## src/rtl/cwp_pkg.sv

```systemverilog
package cwp_pkg;

  typedef struct packed {
    logic loadCmd;
    logic takeByte;
    logic wordWritten;
  } pkStrobe_t;

  typedef enum logic [1:0] {
    S_IDLE = 2'd0,
    S_PACK = 2'd1,
    S_DONE = 2'd2,
    S_REJ  = 2'd3
  } pkState_t;

endpackage

```

## src/rtl/cwp_datapath.sv

```systemverilog
module cwp_datapath
  import cwp_pkg::*;
#(
  parameter int LEN_W       = 16,
  parameter int HOST_DEPTH  = 64,
  parameter int VIDEO_DEPTH = 480
) (
  input  logic             clk,
  input  logic             rstN,
  input  pkStrobe_t        strobe,
  input  logic [1:0]       cmdVc,
  input  logic [5:0]       cmdType,
  input  logic [LEN_W-1:0] cmdLen,
  input  logic             cmdAckReq,
  input  logic             cmdReadReq,
  input  logic             cmdLowPower,
  input  logic [7:0]       byteData,
  output logic [31:0]      wordOut,
  output logic             wordFull,
  output logic             lastWord,
  output logic             tooLong,
  output logic             useVideoFifo,
  output logic             turnaroundReq,
  output logic             highSpeed,
  output logic [LEN_W-1:0] doneCount
);

  localparam int HOST_BYTES  = 4 * HOST_DEPTH;
  localparam int VIDEO_BYTES = 4 * VIDEO_DEPTH;
  localparam int LANES       = 4;

  logic [31:0]      accWord;
  logic [LEN_W-1:0] remaining;
  logic [LEN_W-1:0] lenReg;
  logic [2:0]       slot;
  logic             inHeader;
  logic [2:0]       cap;
  logic [1:0]       lane;

  // Header word has two free lanes above channel/type; payload words four.
  assign cap      = inHeader ? 3'd2 : 3'd4;
  assign lane     = inHeader ? (slot[1:0] + 2'd1) : slot[1:0];
  assign wordFull = (slot == cap) || (remaining == '0);
  assign lastWord = (remaining == '0);
  assign tooLong  = 32'(cmdLen) > VIDEO_BYTES;
  assign wordOut  = accWord;

  always_ff @(posedge clk) begin
    if (!rstN) begin
      accWord       <= '0;
      remaining     <= '0;
      lenReg        <= '0;
      slot          <= '0;
      inHeader      <= 1'b0;
      useVideoFifo  <= 1'b0;
      turnaroundReq <= 1'b0;
      highSpeed     <= 1'b0;
    end else if (strobe.loadCmd) begin
      accWord       <= {24'd0, cmdVc, cmdType};
      remaining     <= cmdLen;
      lenReg        <= cmdLen;
      slot          <= '0;
      inHeader      <= 1'b1;
      useVideoFifo  <= 32'(cmdLen) > HOST_BYTES;
      turnaroundReq <= cmdAckReq | cmdReadReq;
      highSpeed     <= ~cmdLowPower;
    end else if (strobe.wordWritten) begin
      accWord  <= '0;
      slot     <= '0;
      inHeader <= 1'b0;
    end else if (strobe.takeByte) begin
      for (int i = 0; i < LANES; i++) begin
        if (lane == 2'(i)) accWord[8*i +: 8] <= byteData;
      end
      remaining <= remaining - LEN_W'(1);
      slot      <= slot + 3'd1;
    end
  end

  assign doneCount = turnaroundReq ? '0 : (lenReg + LEN_W'(4));

endmodule

```

## src/rtl/cwp_control.sv

```systemverilog
module cwp_control
  import cwp_pkg::*;
(
  input  logic      clk,
  input  logic      rstN,
  input  logic      cmdValid,
  input  logic      tooLong,
  input  logic      byteValid,
  input  logic      fifoFull,
  input  logic      wordFull,
  input  logic      lastWord,
  output pkStrobe_t strobe,
  output logic      cmdReady,
  output logic      byteReady,
  output logic      fifoWrEn,
  output logic      cmdDone,
  output logic      cmdReject
);

  pkState_t state, nextState;

  always_comb begin
    cmdReady  = (state == S_IDLE);
    byteReady = (state == S_PACK) && !wordFull;
    fifoWrEn  = (state == S_PACK) && wordFull && !fifoFull;
    cmdDone   = (state == S_DONE);
    cmdReject = (state == S_REJ);

    strobe.loadCmd     = cmdReady && cmdValid && !tooLong;
    strobe.takeByte    = byteReady && byteValid;
    strobe.wordWritten = fifoWrEn;

    nextState = state;
    unique case (state)
      S_IDLE: if (cmdValid) nextState = tooLong ? S_REJ : S_PACK;
      S_PACK: if (fifoWrEn && lastWord) nextState = S_DONE;
      S_DONE: nextState = S_IDLE;
      S_REJ:  nextState = S_IDLE;
      default: nextState = S_IDLE;
    endcase
  end

  always_ff @(posedge clk) begin
    if (!rstN) state <= S_IDLE;
    else       state <= nextState;
  end

endmodule

```

## src/rtl/cmd_word_packer.sv

```systemverilog
module cmd_word_packer
  import cwp_pkg::*;
#(
  parameter int LEN_W       = 16,
  parameter int HOST_DEPTH  = 64,
  parameter int VIDEO_DEPTH = 480
) (
  input  logic             clk,
  input  logic             rstN,
  input  logic             cmdValid,
  output logic             cmdReady,
  input  logic [1:0]       cmdVc,
  input  logic [5:0]       cmdType,
  input  logic [LEN_W-1:0] cmdLen,
  input  logic             cmdAckReq,
  input  logic             cmdReadReq,
  input  logic             cmdLowPower,
  input  logic             byteValid,
  output logic             byteReady,
  input  logic [7:0]       byteData,
  input  logic             fifoFull,
  output logic             fifoWrEn,
  output logic [31:0]      fifoWrData,
  output logic             useVideoFifo,
  output logic             turnaroundReq,
  output logic             highSpeed,
  output logic             cmdDone,
  output logic [LEN_W-1:0] doneCount,
  output logic             cmdReject
);

  pkStrobe_t strobe;
  logic      wordFull;
  logic      lastWord;
  logic      tooLong;

  cwp_control u_ctrl (
    .clk       (clk),
    .rstN      (rstN),
    .cmdValid  (cmdValid),
    .tooLong   (tooLong),
    .byteValid (byteValid),
    .fifoFull  (fifoFull),
    .wordFull  (wordFull),
    .lastWord  (lastWord),
    .strobe    (strobe),
    .cmdReady  (cmdReady),
    .byteReady (byteReady),
    .fifoWrEn  (fifoWrEn),
    .cmdDone   (cmdDone),
    .cmdReject (cmdReject)
  );

  cwp_datapath #(
    .LEN_W       (LEN_W),
    .HOST_DEPTH  (HOST_DEPTH),
    .VIDEO_DEPTH (VIDEO_DEPTH)
  ) u_dp (
    .clk           (clk),
    .rstN          (rstN),
    .strobe        (strobe),
    .cmdVc         (cmdVc),
    .cmdType       (cmdType),
    .cmdLen        (cmdLen),
    .cmdAckReq     (cmdAckReq),
    .cmdReadReq    (cmdReadReq),
    .cmdLowPower   (cmdLowPower),
    .byteData      (byteData),
    .wordOut       (fifoWrData),
    .wordFull      (wordFull),
    .lastWord      (lastWord),
    .tooLong       (tooLong),
    .useVideoFifo  (useVideoFifo),
    .turnaroundReq (turnaroundReq),
    .highSpeed     (highSpeed),
    .doneCount     (doneCount)
  );

endmodule

```

## config.mk

```make
export PLATFORM = sky130hd
export DESIGN_NAME = cmd_word_packer
export DESIGN_NICKNAME = d
export VERILOG_FILES = /design/src/rtl/cwp_pkg.sv /design/src/rtl/cwp_datapath.sv /design/src/rtl/cwp_control.sv /design/src/rtl/cmd_word_packer.sv
export SDC_FILE = /design/constraint.sdc
export NUM_CORES = 1
export LEC_CHECK = 0
export BUFFER_PORTS_ARGS = -buffer_cell sky130_fd_sc_hd__buf_2
export CELL_PAD_IN_SITES_DETAIL_PLACEMENT = 0
export CELL_PAD_IN_SITES_GLOBAL_PLACEMENT = 1
export CORE_ASPECT_RATIO = 1.1
export CORE_MARGIN = 1
export CORE_UTILIZATION = 31
export CTS_CLUSTER_DIAMETER = 30
export DETAILED_ROUTE_END_ITERATION = 8
export PLACE_DENSITY = 0.76
export SYNTH_ARGS = -nofsm -noshare
export SYNTH_HDL_FRONTEND = slang
export SYNTH_HIERARCHICAL = 1
export SYNTH_SLANG_ARGS = --single-unit
```

## constraint.sdc

```tcl
create_clock -name clk -period 7 [get_ports clk]
set_clock_uncertainty 0.15 [all_clocks]
set_input_delay 0 -clock clk [delete_from_list [all_inputs] [get_ports clk]]
set_output_delay 0 -clock clk [all_outputs]
set_load 0.03 [all_outputs]
```

==> flow_summary_export.csv, run 1 <==
group,metric,value,unit
outcome,run_status,"complete, no violations",
timing,holdWs,0.185,ns
worst_setup_path,worst_path_max_delay_cell,"sky130_fd_sc_hd__nand2_1",
worst_setup_path,worst_r2r_startpoint,"u_dp/remaining[2]",
worst_setup_path,timing.critical_path.required,7.03,ns
worst_setup_path,crit_buf_inv,1,
timing,maxSlewHeadroom,0.304,
die,die_area,11900,um^2
timing,timing_worst_slew_pin_value,1.04,ns
global_routing,initial_antenna_violation_count,0,
yosys,cell_area_after_synthesis,3540,um^2
yosys,netlist_instances,410,
yosys,netlist-cell-type-count,53,
yosys,post_synthesis_average_cell_area,8.64,um^2
timing,max_freq,269,MHz
final_layout,num_antenna_cells,0,
placement,hpwl,6.63,mm
hold_path,timing.hold.worst.class,"in -> reg",
timing,timing_hold_violations_final,0,
pwr,vdd.ir_drop.worst,0.229,mV
die,rows,40,
pwr,post-layout-total-power,0.00162,W
die,initial_cell_density_of_the_core,0.322,
final_layout,final_net_count,575,
global_routing,largest_net_degree_at_the_start_of_global_routing,54,
yosys,dominant_combinational_cell_family_by_area_after_synthesis,"simple AND/OR/NAND/NOR gates",
worst_setup_path,r2r-end,"u_dp/wordOut[17]",
final_layout,most-common-layout-cells,"sky130_fd_sc_hd__buf_2, sky130_fd_sc_hd__dfxtp_1, sky130_fd_sc_hd__nor2_1",
worst_setup_path,cp-end-kind,"flip-flop",
die,floorplan.io_pins,96,
yosys,async_sr_flop_fraction,0,
worst_setup_path,crit_path_class,"reg -> reg",
timing,setup_tns,0,ns
detailed_routing,detail_route.vias_per_cell,4.82,
timing,post-route-period-util,0.531,
cts,post-cts-setup-buffer-count,0,
cts,path_clk_slew,0.06,ns
placement,cell_area_after_placement,4130,um^2
pwr,static-leakage-power,2.28,nW
global_routing,first_global_vias,3225,
detailed_routing,drt-initial-drc-count,186,
detailed_routing,detail-route-antenna-nets,0,
pwr,netSwitchingFraction,0.367,
cts,cts_num_sinks,73,
yosys,synth-seq-cells,73,
final_layout,fill_cells,1104,
final_layout,layout_commonest_cell,"sky130_fd_sc_hd__buf_2",
die,core_area,11000,um^2
detailed_routing,route.vias.total,3292,
yosys,synth_edf_count,0,
pwr,sequentialPowerShare,0.332,
job,max_cap_viol_count,0,
detailed_routing,drt_first_pass_iters,5,
placement,routabilityCongestion,0.809,
hold_path,timing.hold.worst.start,"byteValid",
cts,clock_latency,0.33,ns
worst_setup_path,cpLargestDelayFamily,"simple AND/OR/NAND/NOR gates",
yosys,synth_top_flop_cell,"sky130_fd_sc_hd__dfxtp_1",
cts,cts_max_level,3,
placement,numPortBuffers,95,
yosys,seq_area_frac_synth,0.413,
yosys,post_synth_xor_area_fraction,0.0544,
worst_setup_path,reg2regPathDepth,9,
timing,slew_viol_final,0,
yosys,syn-num-nets,453,
worst_setup_path,worst_ep_arrival_time,3.74,ns
worst_setup_path,worst_path_largest_cell_delay,0.72,ns
timing,finalSetupViolations,0,
pwr,power_frac_comb,0.387,
timing,final.min_clock_period,3.71,ns
pwr,power_switching,0.000594,W
cts,clock_tree.buffer_depth,2,
timing,rsz0062_at_grt,"false",
final_layout,layout-area-overhead-vs-synth,36.0,%
global_routing,global_route_wire_length_before_repair,15.6,mm
die,die_y,114,um
pwr,p_int,0.00102,W
worst_setup_path,crit_path_start_kind,"flip-flop",
cts,clk_root_buffer_cell,"sky130_fd_sc_hd__clkbuf_16",
yosys,synthSimpleGateAreaFrac,0.251,
worst_setup_path,path_common_cell,"sky130_fd_sc_hd__nor2_1",
cts,cts_buffers,9,
pwr,power.clock.fraction,0.281,
yosys,synth_compound_area_frac,0.138,
worst_setup_path,crit_path_from,"u_dp/remaining[2]",
final_layout,layout.cell_area.non_filler,4810,um^2
worst_setup_path,timing.reg2reg.setup_slack,3.29,ns
detailed_routing,drc,0,
worst_setup_path,crit_path_cell_trace,"or4_1 > nor4_1 > nand4_1 > o22ai_1 > nor4bb_2 > buf_4 > nor2_1 > nand2_1 > nor2_1",
yosys,synth_warnings,6,
yosys,muxShareOfSynthArea,0.0993,
pwr,power_density,336,nW/um^2
yosys,synth_adder_area_share,0.0106,
cts,tritoncts_clock_tree,"yes",
detailed_routing,drt-wirelength-per-cell,13.8,um
die,die_width,104,um
detailed_routing,postRouteWirelength,9.43,mm
worst_setup_path,cp_num_cells,9,
worst_setup_path,worst_setup_path_endpoint,"u_dp/wordOut[17]",
final_layout,ratio_of_cells_with_drive_above_1_in_the_final_layout,0.228,
cts,ctsResizeCount,0,
global_routing,grtUsageTotal,0.163,
global_routing,globalRoute.totalOverflow,0,
worst_setup_path,worstPathMaxFanout,27,
==> worst register-to-register path, stage by stage, from the launching register on <==
cell,delay [ns]
sky130_fd_sc_hd__dfxtp_1,0.34
sky130_fd_sc_hd__or4_1,0.68
sky130_fd_sc_hd__nor4_1,0.39
sky130_fd_sc_hd__nand4_1,0.18
sky130_fd_sc_hd__o22ai_1,0.28
sky130_fd_sc_hd__nor4bb_2,0.33
sky130_fd_sc_hd__buf_4,0.23
sky130_fd_sc_hd__nor2_1,0.13
sky130_fd_sc_hd__nand2_1,0.72
sky130_fd_sc_hd__nor2_1,0.14
==> Yosys cell counts (2+ instances only) <==
master / instances / area (um^2)
sky130_fd_sc_hd__xor2_1: 10 / 87.6
sky130_fd_sc_hd__and3b_1: 3 / 26.3
sky130_fd_sc_hd__nand4_1: 9 / 56.3
sky130_fd_sc_hd__inv_1: 5 / 18.8
sky130_fd_sc_hd__and2_1: 5 / 31.3
sky130_fd_sc_hd__nor3_1: 5 / 25.0
sky130_fd_sc_hd__nor3b_1: 13 / 97.6
sky130_fd_sc_hd__o21a_1: 4 / 30.0
sky130_fd_sc_hd__or3_1: 4 / 25.0
sky130_fd_sc_hd__and3_1: 3 / 18.8
sky130_fd_sc_hd__nand2b_1: 7 / 43.8
sky130_fd_sc_hd__nand3b_1: 2 / 15.0
sky130_fd_sc_hd__a22oi_1: 2 / 15.0
sky130_fd_sc_hd__o211a_1: 8 / 80.1
sky130_fd_sc_hd__o21ai_0: 20 / 100
sky130_fd_sc_hd__a21oi_1: 29 / 145
sky130_fd_sc_hd__or4_1: 5 / 37.5
sky130_fd_sc_hd__a211oi_1: 2 / 15.0
sky130_fd_sc_hd__and4_1: 2 / 17.5
sky130_fd_sc_hd__dfxtp_1: 73 / 1460
sky130_fd_sc_hd__nand2_1: 15 / 56.3
sky130_fd_sc_hd__mux2i_1: 34 / 340
sky130_fd_sc_hd__nor4b_1: 2 / 17.5
sky130_fd_sc_hd__buf_1: 3 / 11.3
sky130_fd_sc_hd__o21ai_1: 2 / 10.0
sky130_fd_sc_hd__ha_1: 3 / 37.5
sky130_fd_sc_hd__o22ai_1: 2 / 12.5
sky130_fd_sc_hd__xnor2_1: 12 / 105
sky130_fd_sc_hd__nor2b_1: 6 / 37.5
sky130_fd_sc_hd__nor4_1: 5 / 31.3
sky130_fd_sc_hd__nand3_1: 8 / 40.0
sky130_fd_sc_hd__nor2_1: 66 / 248
sky130_fd_sc_hd__clkbuf_1: 20 / 75.1
sky130_fd_sc_hd__o211ai_1: 2 / 15.0
==> area by class of cell <==
| type | count | area (um^2) | share of cell area |
|---|---|---|---|
| Timing Repair Buffer | 136 | 881 | 0.183 |
| Clock buffer | 10 | 239 | 0.0496 |
| Multi-Input combinational cell | 306 | 1970 | 0.409 |
| Tap cell | 147 | 184 | 0.0382 |
| Sequential cell | 73 | 1460 | 0.304 |
| Inverter | 6 | 22.5 | 0.00468 |
| Clock inverter | 5 | 56.3 | 0.0117 |
==> worst min-delay path by stage <==
stage | cells after the start | slack [ns] | endpoint
5_1_grt | 4 | 0.23 | u_dp/slot[1]
2_1_floorplan | 1 | -0.05 | u_dp/highSpeed
4_1_cts | 4 | 0.19 | u_dp/slot[1]
6_report | 4 | 0.19 | u_dp/slot[1]
3_3_place_gp | 2 | 0.05 | u_dp/highSpeed
3_5_place_dp | 2 | 0.05 | u_dp/highSpeed
==> registers in the layout, summed over array words and instances (netlist names) <==
signal,count
u_ctrl/state,2
u_dp/highSpeed,1
u_dp/inHeader,1
u_dp/lenReg,16
u_dp/remaining,16
u_dp/slot,3
u_dp/turnaroundReq,1
u_dp/useVideoFifo,1
u_dp/wordOut,32
==> power groups by stage <==
stage,Clock [W],Sequential [W],Combinational [W]
after detailed placement,0,0.000543,0.000608
after global placement,0,0.000541,0.000601
after global routing,0.000483,0.000546,0.000686
after floorplan,0,0.000573,0.000437
after CTS,0.000465,0.000536,0.000628
final,0.000455,0.000536,0.000626
==> per-layer routing <==
metal  up-vias  GRT usage  share of wire
li1       1697          -              -
met2        91      0.277           0.47
met3         5     0.0398          0.053
met4         0     0.0514         0.0081
met5         -          0              0
met1      1499      0.203           0.46
==> stage by stage <==
stage                util  worst slack (ns)  cells
floorplan               -              2.93    410
global placement    0.375              3.45    629
detailed placement  0.375              3.26    629
CTS                 0.437              3.27    683
global route        0.437              2.97    683
finish              0.437              3.29    683
==> timing repair <==
item	in CTS	in global routing
hold buffers	39	0
setup endpoints to repair	0	0
hold endpoints to repair	69	0
==> cells by family after synthesis <==
logic type                 Yosys count
and+or+nand+nor                    167
AOI/OAI and AO/OA                   79
DFF                                 73
muxes                               35
buffers and inverters               31
xor gates and xnor gates            22
adders and majority gates            3
(Power assumes the default switching activity.)
==> run 2, diff against run 1 <==
--- a/config.mk
+++ b/config.mk
@@ -13,7 +13,7 @@
 export CORE_UTILIZATION = 31
 export CTS_CLUSTER_DIAMETER = 30
 export DETAILED_ROUTE_END_ITERATION = 8
-export PLACE_DENSITY = 0.76
+export PLACE_DENSITY = 0.79
 export SYNTH_ARGS = -nofsm -noshare
 export SYNTH_HDL_FRONTEND = slang
 export SYNTH_HIERARCHICAL = 1
==> constraint.sdc (replaced) <==
create_clock -name clk -period 3.4 [get_ports clk]
set_clock_uncertainty 0.15 [all_clocks]
set_input_delay 0 -clock clk [delete_from_list [all_inputs] [get_ports clk]]
set_output_delay 0 -clock clk [all_outputs]
set_load 0.03 [all_outputs]
==> run 2 against run 1 <==
Against the previous run: global-route usage is 0.14 points higher; cell area is 1.9% higher; non-clock buffer count grew 7; cell count grew 1.2%; critical path depth did not move; register-to-register slack lost 3.0 ns; combinational power up 120%; wire length is 2.1% higher; core utilization is 0.85 points higher; via count is 3.7% higher; flip-flop and latch count did not move; largest cell class unchanged; highest routed layer unchanged.
==> flow_summary_export.csv, run 2 (same netlist as run 1, synthesis figures left out) <==
group,metric,value,unit
outcome,run_status,"complete, no violations",
timing,max_freq,319,MHz
worst_setup_path,cp-end-kind,"flip-flop",
hold_path,timing.hold.worst.class,"in -> reg",
detailed_routing,detail_route.vias_per_cell,4.94,
cts,tritoncts_clock_tree,"yes",
job,max_cap_viol_count,0,
global_routing,globalRoute.totalOverflow,0,
timing,setup_tns,0,ns
global_routing,largest_net_degree_at_the_start_of_global_routing,26,
worst_setup_path,crit_buf_inv,0,
worst_setup_path,timing.reg2reg.setup_slack,0.27,ns
die,core_area,11000,um^2
cts,post-cts-setup-buffer-count,0,
worst_setup_path,r2r-end,"u_dp/wordOut[7]",
detailed_routing,drt-initial-drc-count,126,
detailed_routing,drc,0,
final_layout,layout_commonest_cell,"sky130_fd_sc_hd__buf_2",
detailed_routing,drt_first_pass_iters,4,
worst_setup_path,worstPathMaxFanout,14,
die,rows,40,
die,floorplan.io_pins,96,
timing,finalSetupViolations,0,
detailed_routing,detail-route-antenna-nets,0,
detailed_routing,postRouteWirelength,9.62,mm
detailed_routing,drt-wirelength-per-cell,13.9,um
timing,timing_worst_slew_pin_value,0.627,ns
final_layout,final_net_count,582,
final_layout,num_antenna_cells,0,
final_layout,number_of_flip_flops_under_the_largest_register_name,32,
timing,slew_viol_final,0,
worst_setup_path,worst_ep_arrival_time,3.21,ns
final_layout,final_core_utilization,0.446,
final_layout,most-common-layout-cells,"sky130_fd_sc_hd__buf_2, sky130_fd_sc_hd__dfxtp_1, sky130_fd_sc_hd__nor2_1",
global_routing,first_global_vias,3354,
placement,place.detailed.instances,636,
placement,numPortBuffers,95,
cts,cts_max_level,3,
final_layout,layout-area-overhead-vs-synth,38.6,%
timing,rsz0062_at_grt,"false",
global_routing,global_route_wire_length_before_repair,15.7,mm
placement,cell_area_after_placement,4190,um^2
pwr,post-layout-total-power,0.00349,W
die,initial_cell_density_of_the_core,0.322,
worst_setup_path,crit_path_class,"reg -> reg",
die,die_y,114,um
worst_setup_path,worst_r2r_startpoint,"u_dp/remaining[2]",
worst_setup_path,crit_path_from,"u_dp/remaining[2]",
cts,clock_latency,0.33,ns
timing,maxSlewHeadroom,0.582,
worst_setup_path,timing.critical_path.required,3.47,ns
timing,post-route-period-util,0.921,
cts,path_clk_slew,0.06,ns
hold_path,whs_endpoint,"u_dp/slot[0]",
timing,timing_hold_violations_final,0,
cts,clock_tree.buffer_depth,2,
die,die_width,104,um
worst_setup_path,crit_path_cell_trace,"or4_1 > nor4_2 > nand4_1 > o22ai_1 > nor3b_2 > and2_2 > o21a_1 > nand2b_1 > o211a_1",
hold_path,timing.hold.worst.start,"byteValid",
pwr,power_density,711,nW/um^2
placement,routabilityCongestion,0.841,
worst_setup_path,cpLargestDelayFamily,"simple AND/OR/NAND/NOR gates",
final_layout,final_cell_count_no_fill,691,
cts,cts_buffers,9,
global_routing,grtUsageTotal,0.164,
global_routing,initial_antenna_violation_count,0,
pwr,vdd.ir_drop.worst,0.417,mV
worst_setup_path,crit_path_start_kind,"flip-flop",
worst_setup_path,worst_path_max_delay_cell,"sky130_fd_sc_hd__or4_1",
placement,hpwl,6.62,mm
final_layout,ratio_of_cells_with_drive_above_1_in_the_final_layout,0.241,
cts,clk_root_buffer_cell,"sky130_fd_sc_hd__clkbuf_16",
cts,cts_num_sinks,73,
final_layout,fill_cells,1099,
worst_setup_path,reg2regPathDepth,9,
hold_path,min_delay_path_depth,4,
worst_setup_path,worst_path_largest_cell_delay,0.59,ns
final_layout,layout.cell_area.non_filler,4910,um^2
timing,final.min_clock_period,3.13,ns
detailed_routing,route.vias.total,3413,
die,die_area,11900,um^2
pwr,static-leakage-power,2.33,nW
## run 2: changes by cell type in the layout (fill, tap and decap cells not counted), sizes merged
cell,change
bufinv,+1
inv,+1
clkinvlp,-1
buf,+7
## run 2: layer usage
| layer | wire length [um] | vias up | track usage | part of all wire |
|---|---|---|---|---|
| li1 | - | 1709 | - | - |
| met1 | 4470 | 1590 | 0.199 | 0.46 |
| met2 | 4570 | 106 | 0.287 | 0.47 |
| met3 | 493 | 8 | 0.0421 | 0.051 |
| met4 | 90 | 0 | 0.0457 | 0.0094 |
| met5 | 0 | - | 0 | 0 |
## run 2: stage by stage
| stage | hold WS (ns) | setup slack, ns |
|---|---|---|
| 6_report | 0.117 | 0.268 |
| 5_1_grt | 0.173 | 0.0549 |
| 3_3_place_gp | 0.0435 | 0.203 |
| 4_1_cts | 0.206 | 0.0971 |
| 2_1_floorplan | -0.0981 | 0.121 |
| 3_5_place_dp | 0.0425 | 0.0977 |
## run 2: final cells by class
| type | count | area, um^2 | share of cell area |
|---|---|---|---|
| multi-input cells | 306 | 1990 | 0.405 |
| repair buffers | 143 | 933 | 0.190 |
| flip-flops and latches | 73 | 1460 | 0.298 |
| well taps | 147 | 184 | 0.0375 |
| inverters | 6 | 22.5 | 0.00459 |
| clock inverters | 6 | 91.3 | 0.0186 |
| clock buffers | 10 | 229 | 0.0466 |
## run 2: where the power goes
group | switching [W] | leakage (nW) | internal (W)
combinational | 0.000777 | 1.58 | 0.000585
clock | 0.000373 | 0.157 | 0.000646
sequential | 0.000121 | 0.590 | 0.000987
## run 2: worst max path at each step
stage	slack (ns)	cells after the start	to
2_1_floorplan	0.12	11	u_dp/slot[0]
3_3_place_gp	0.20	9	u_dp/wordOut[6]
3_5_place_dp	0.1	9	u_dp/wordOut[7]
4_1_cts	0.1	9	u_dp/wordOut[7]
5_1_grt	0.05	9	u_dp/wordOut[4]
6_report	0.27	9	u_dp/wordOut[7]
## run 2: what timing repair did
action	CTS	global route
setup endpoints to repair	0	11
hold endpoints to repair	69	0
resized for setup	0	2
hold buffers	39	0
## run 2: worst min-delay path, stage by stage
cell and delay (ns):
sky130_fd_sc_hd__buf_2 0.07, sky130_fd_sc_hd__and2_2 0.30, sky130_fd_sc_hd__xnor2_1 0.11, sky130_fd_sc_hd__nor2_1 0.07
==> run 3, diff against run 2 <==
--- a/config.mk
+++ b/config.mk
@@ -18,3 +18,4 @@
 export SYNTH_HDL_FRONTEND = slang
 export SYNTH_HIERARCHICAL = 1
 export SYNTH_SLANG_ARGS = --single-unit
+export TNS_END_PERCENT = 1
==> constraint.sdc (replaced) <==
create_clock -name clk -period 2.6 [get_ports clk]
set_clock_uncertainty 0.15 [all_clocks]
set_input_delay 0 -clock clk [delete_from_list [all_inputs] [get_ports clk]]
set_output_delay 0 -clock clk [all_outputs]
set_load 0.03 [all_outputs]
==> run 3 against run 2 <==
Against the previous run: total power up 50%; clock power up 33%; via count up 6.3%; the run now ends with setup timing left; global-route usage up 1.7 points; die area unchanged.
==> flow_summary_export.csv, run 3 (same netlist as run 1, synthesis figures left out) <==
group,metric,value,unit
outcome,run_status,"finished with violations",
outcome,failed_checks,"setup timing",
placement,hpwl,7.45,mm
hold_path,whs_endpoint,"u_dp/slot[0]",
cts,clock_latency,0.33,ns
die,die_y,114,um
detailed_routing,drt-wirelength-per-cell,14.4,um
cts,clock_tree.buffer_depth,2,
hold_path,timing.hold.worst.start,"byteValid",
timing,maxSlewHeadroom,0.603,
detailed_routing,detail_route.vias_per_cell,4.95,
final_layout,register_area,1460,um^2
worst_setup_path,cp-end-kind,"flip-flop",
die,floorplan.io_pins,96,
timing,final.min_clock_period,2.88,ns
timing,setup_slack,-0.276,ns
detailed_routing,drt-initial-drc-count,150,
worst_setup_path,timing.reg2reg.setup_slack,-0.28,ns
hold_path,min_delay_path_depth,5,
pwr,static-leakage-power,2.59,nW
worst_setup_path,crit_path_from,"u_dp/remaining[3]",
detailed_routing,postRouteWirelength,10.6,mm
detailed_routing,drc,0,
final_layout,final_net_count,623,
global_routing,largest_net_degree_at_the_start_of_global_routing,28,
placement,dp_slack,-0.320,ns
worst_setup_path,crit_path_class,"reg -> reg",
worst_setup_path,worst_path_largest_cell_delay,0.55,ns
worst_setup_path,worstPathMaxFanout,6,
worst_setup_path,timing.critical_path.required,2.66,ns
die,die_area,11900,um^2
global_routing,grtUsageTotal,0.181,
cts,path_clk_slew,0.06,ns
worst_setup_path,worst_path_max_delay_cell,"sky130_fd_sc_hd__or4_4",
die,core_area,11000,um^2
die,die_width,104,um
pwr,p_int,0.00334,W
pwr,vdd.ir_drop.worst,0.633,mV
timing,slew_viol_final,0,
global_routing,initial_antenna_violation_count,0,
timing,finalSetupViolations,52,
job,max_cap_viol_count,0,
worst_setup_path,crit_path_start_kind,"flip-flop",
worst_setup_path,worst_r2r_startpoint,"u_dp/remaining[3]",
final_layout,layout.cell_area.non_filler,5440,um^2
pwr,sequentialPowerShare,0.267,
placement,cell_area_after_placement,4600,um^2
worst_setup_path,worst_ep_arrival_time,2.94,ns
timing,timing_hold_violations_final,0,
cts,tritoncts_clock_tree,"yes",
die,initial_cell_density_of_the_core,0.322,
timing,post-route-period-util,1.11,
detailed_routing,detail-route-antenna-nets,0,
pwr,power_switching,0.00188,W
die,rows,40,
final_layout,num_antenna_cells,0,
timing,timing_worst_slew_pin_value,0.595,ns
global_routing,global_route_wire_length_before_repair,17.1,mm
timing,max_freq,348,MHz
detailed_routing,route.vias.total,3627,
final_layout,layout-area-overhead-vs-synth,53.6,%
worst_setup_path,reg2regPathDepth,11,
final_layout,number_of_flip_flops_under_the_largest_register_name,32,
final_layout,ratio_of_cells_with_drive_above_1_in_the_final_layout,0.320,
worst_setup_path,r2r-end,"u_dp/remaining[2]",
global_routing,globalRoute.totalOverflow,0,
placement,routabilityCongestion,0.827,
cts,cts_buffers,9,
timing,rsz0062_at_grt,"true",
final_layout,most-common-layout-cells,"sky130_fd_sc_hd__buf_2, sky130_fd_sc_hd__dfxtp_1, sky130_fd_sc_hd__nor2_1",
cts,cts_num_sinks,73,
pwr,power_density,961,nW/um^2
cts,clk_root_buffer_cell,"sky130_fd_sc_hd__clkbuf_16",
pwr,power.clock.fraction,0.259,
placement,numPortBuffers,95,
pwr,power_frac_comb,0.473,
final_layout,area_of_combinational_cells_with_multiple_inputs,2090,um^2
final_layout,layout_commonest_cell,"sky130_fd_sc_hd__buf_2",
worst_setup_path,crit_path_cell_trace,"or4_4 > nor4_4 > nand4_1 > o22ai_4 > nor4bb_4 > buf_4 > nand3b_1 > buf_6 > xor2_1 > o21a_1 > nor2_1",
global_routing,first_global_vias,3527,
timing,setup_tns,-9.12,ns
pwr,post-layout-total-power,0.00523,W
final_layout,fill_cells,1062,
pwr,netSwitchingFraction,0.360,
detailed_routing,drt_first_pass_iters,5,
hold_path,timing.hold.worst.class,"in -> reg",
cts,cts_max_level,3,
run 3: cell count changes in the layout (fill, tap and decap cells not counted), sizes merged:
| cell | change |
|---|---|
| buf | +40 |
| clkinv | -1 |
| clkinvlp | +1 |
| dlygate4sd3 | +1 |
run 3: metrics by stage:
stage / cells / utilization / hold WS [ns]
after floorplan: 410 / - / -0.0981
after global placement: 672 / 0.418 / 0.0465
after detailed placement: 672 / 0.418 / 0.0554
after CTS: 730 / 0.488 / 0.0568
after global routing: 732 / 0.494 / 0.0862
final: 732 / 0.494 / 0.0695
run 3: what timing repair did:
item                                    4_1_cts  5_1_grt
endpoints found under the setup margin       53       54
pin swaps                                     4        7
buffers inserted                              2        2
cloned                                        0        0
endpoints found under the hold margin        69        0
resized for setup                             8       17
hold buffers                                 40        0
run 3: critical path, delay by kind of cell (launching register included):
family | cells | cell delay (ns)
compound gates | 2 | 0.35
xor+xnor | 1 | 0.14
buf+inv | 2 | 0.31
flops | 1 | 0.32
simple gates | 6 | 1.47
run 3: power groups by stage:
stage	Clock, W	Combinational, W	Sequential (W)
after floorplan	0	0.00136	0.00156
after global placement	0	0.00216	0.00141
after CTS	0.00138	0.00237	0.00140
after detailed placement	0	0.00221	0.00141
after global routing	0.00143	0.00265	0.00141
final	0.00136	0.00247	0.00140
run 3: worst max-delay path by stage:
stage                         endpoint  slack [ns]  cells past startpoint
floorplan            u_dp/remaining[0]       -0.34                     12
global placement       u_dp/wordOut[1]       -0.18                      9
detailed placement  u_dp/remaining[10]       -0.32                      9
CTS                  u_dp/remaining[2]       -0.25                     11
global route         u_dp/remaining[2]       -0.41                     11
finish               u_dp/remaining[2]       -0.28                     11
run 3: routing by layer:
layer  vias to the layer above  track usage  routed length (um)  part of all wire
met5                         -            0                   0                 0
met4                         0       0.0705                 123             0.012
met3                        10       0.0472                 699             0.066
met2                       141        0.301                4920              0.47
met1                      1682        0.224                4830              0.46
li1                       1794            -                   -                 -
run 3: area by class of cell:
type,instances,share of cell area
Tap cell,147,0.0338
Sequential cell,73,0.269
Timing Repair Buffer,184,0.248
Clock buffer,10,0.0439
Inverter,6,0.00414
Clock inverter,6,0.0166
Multi-Input combinational cell,306,0.384
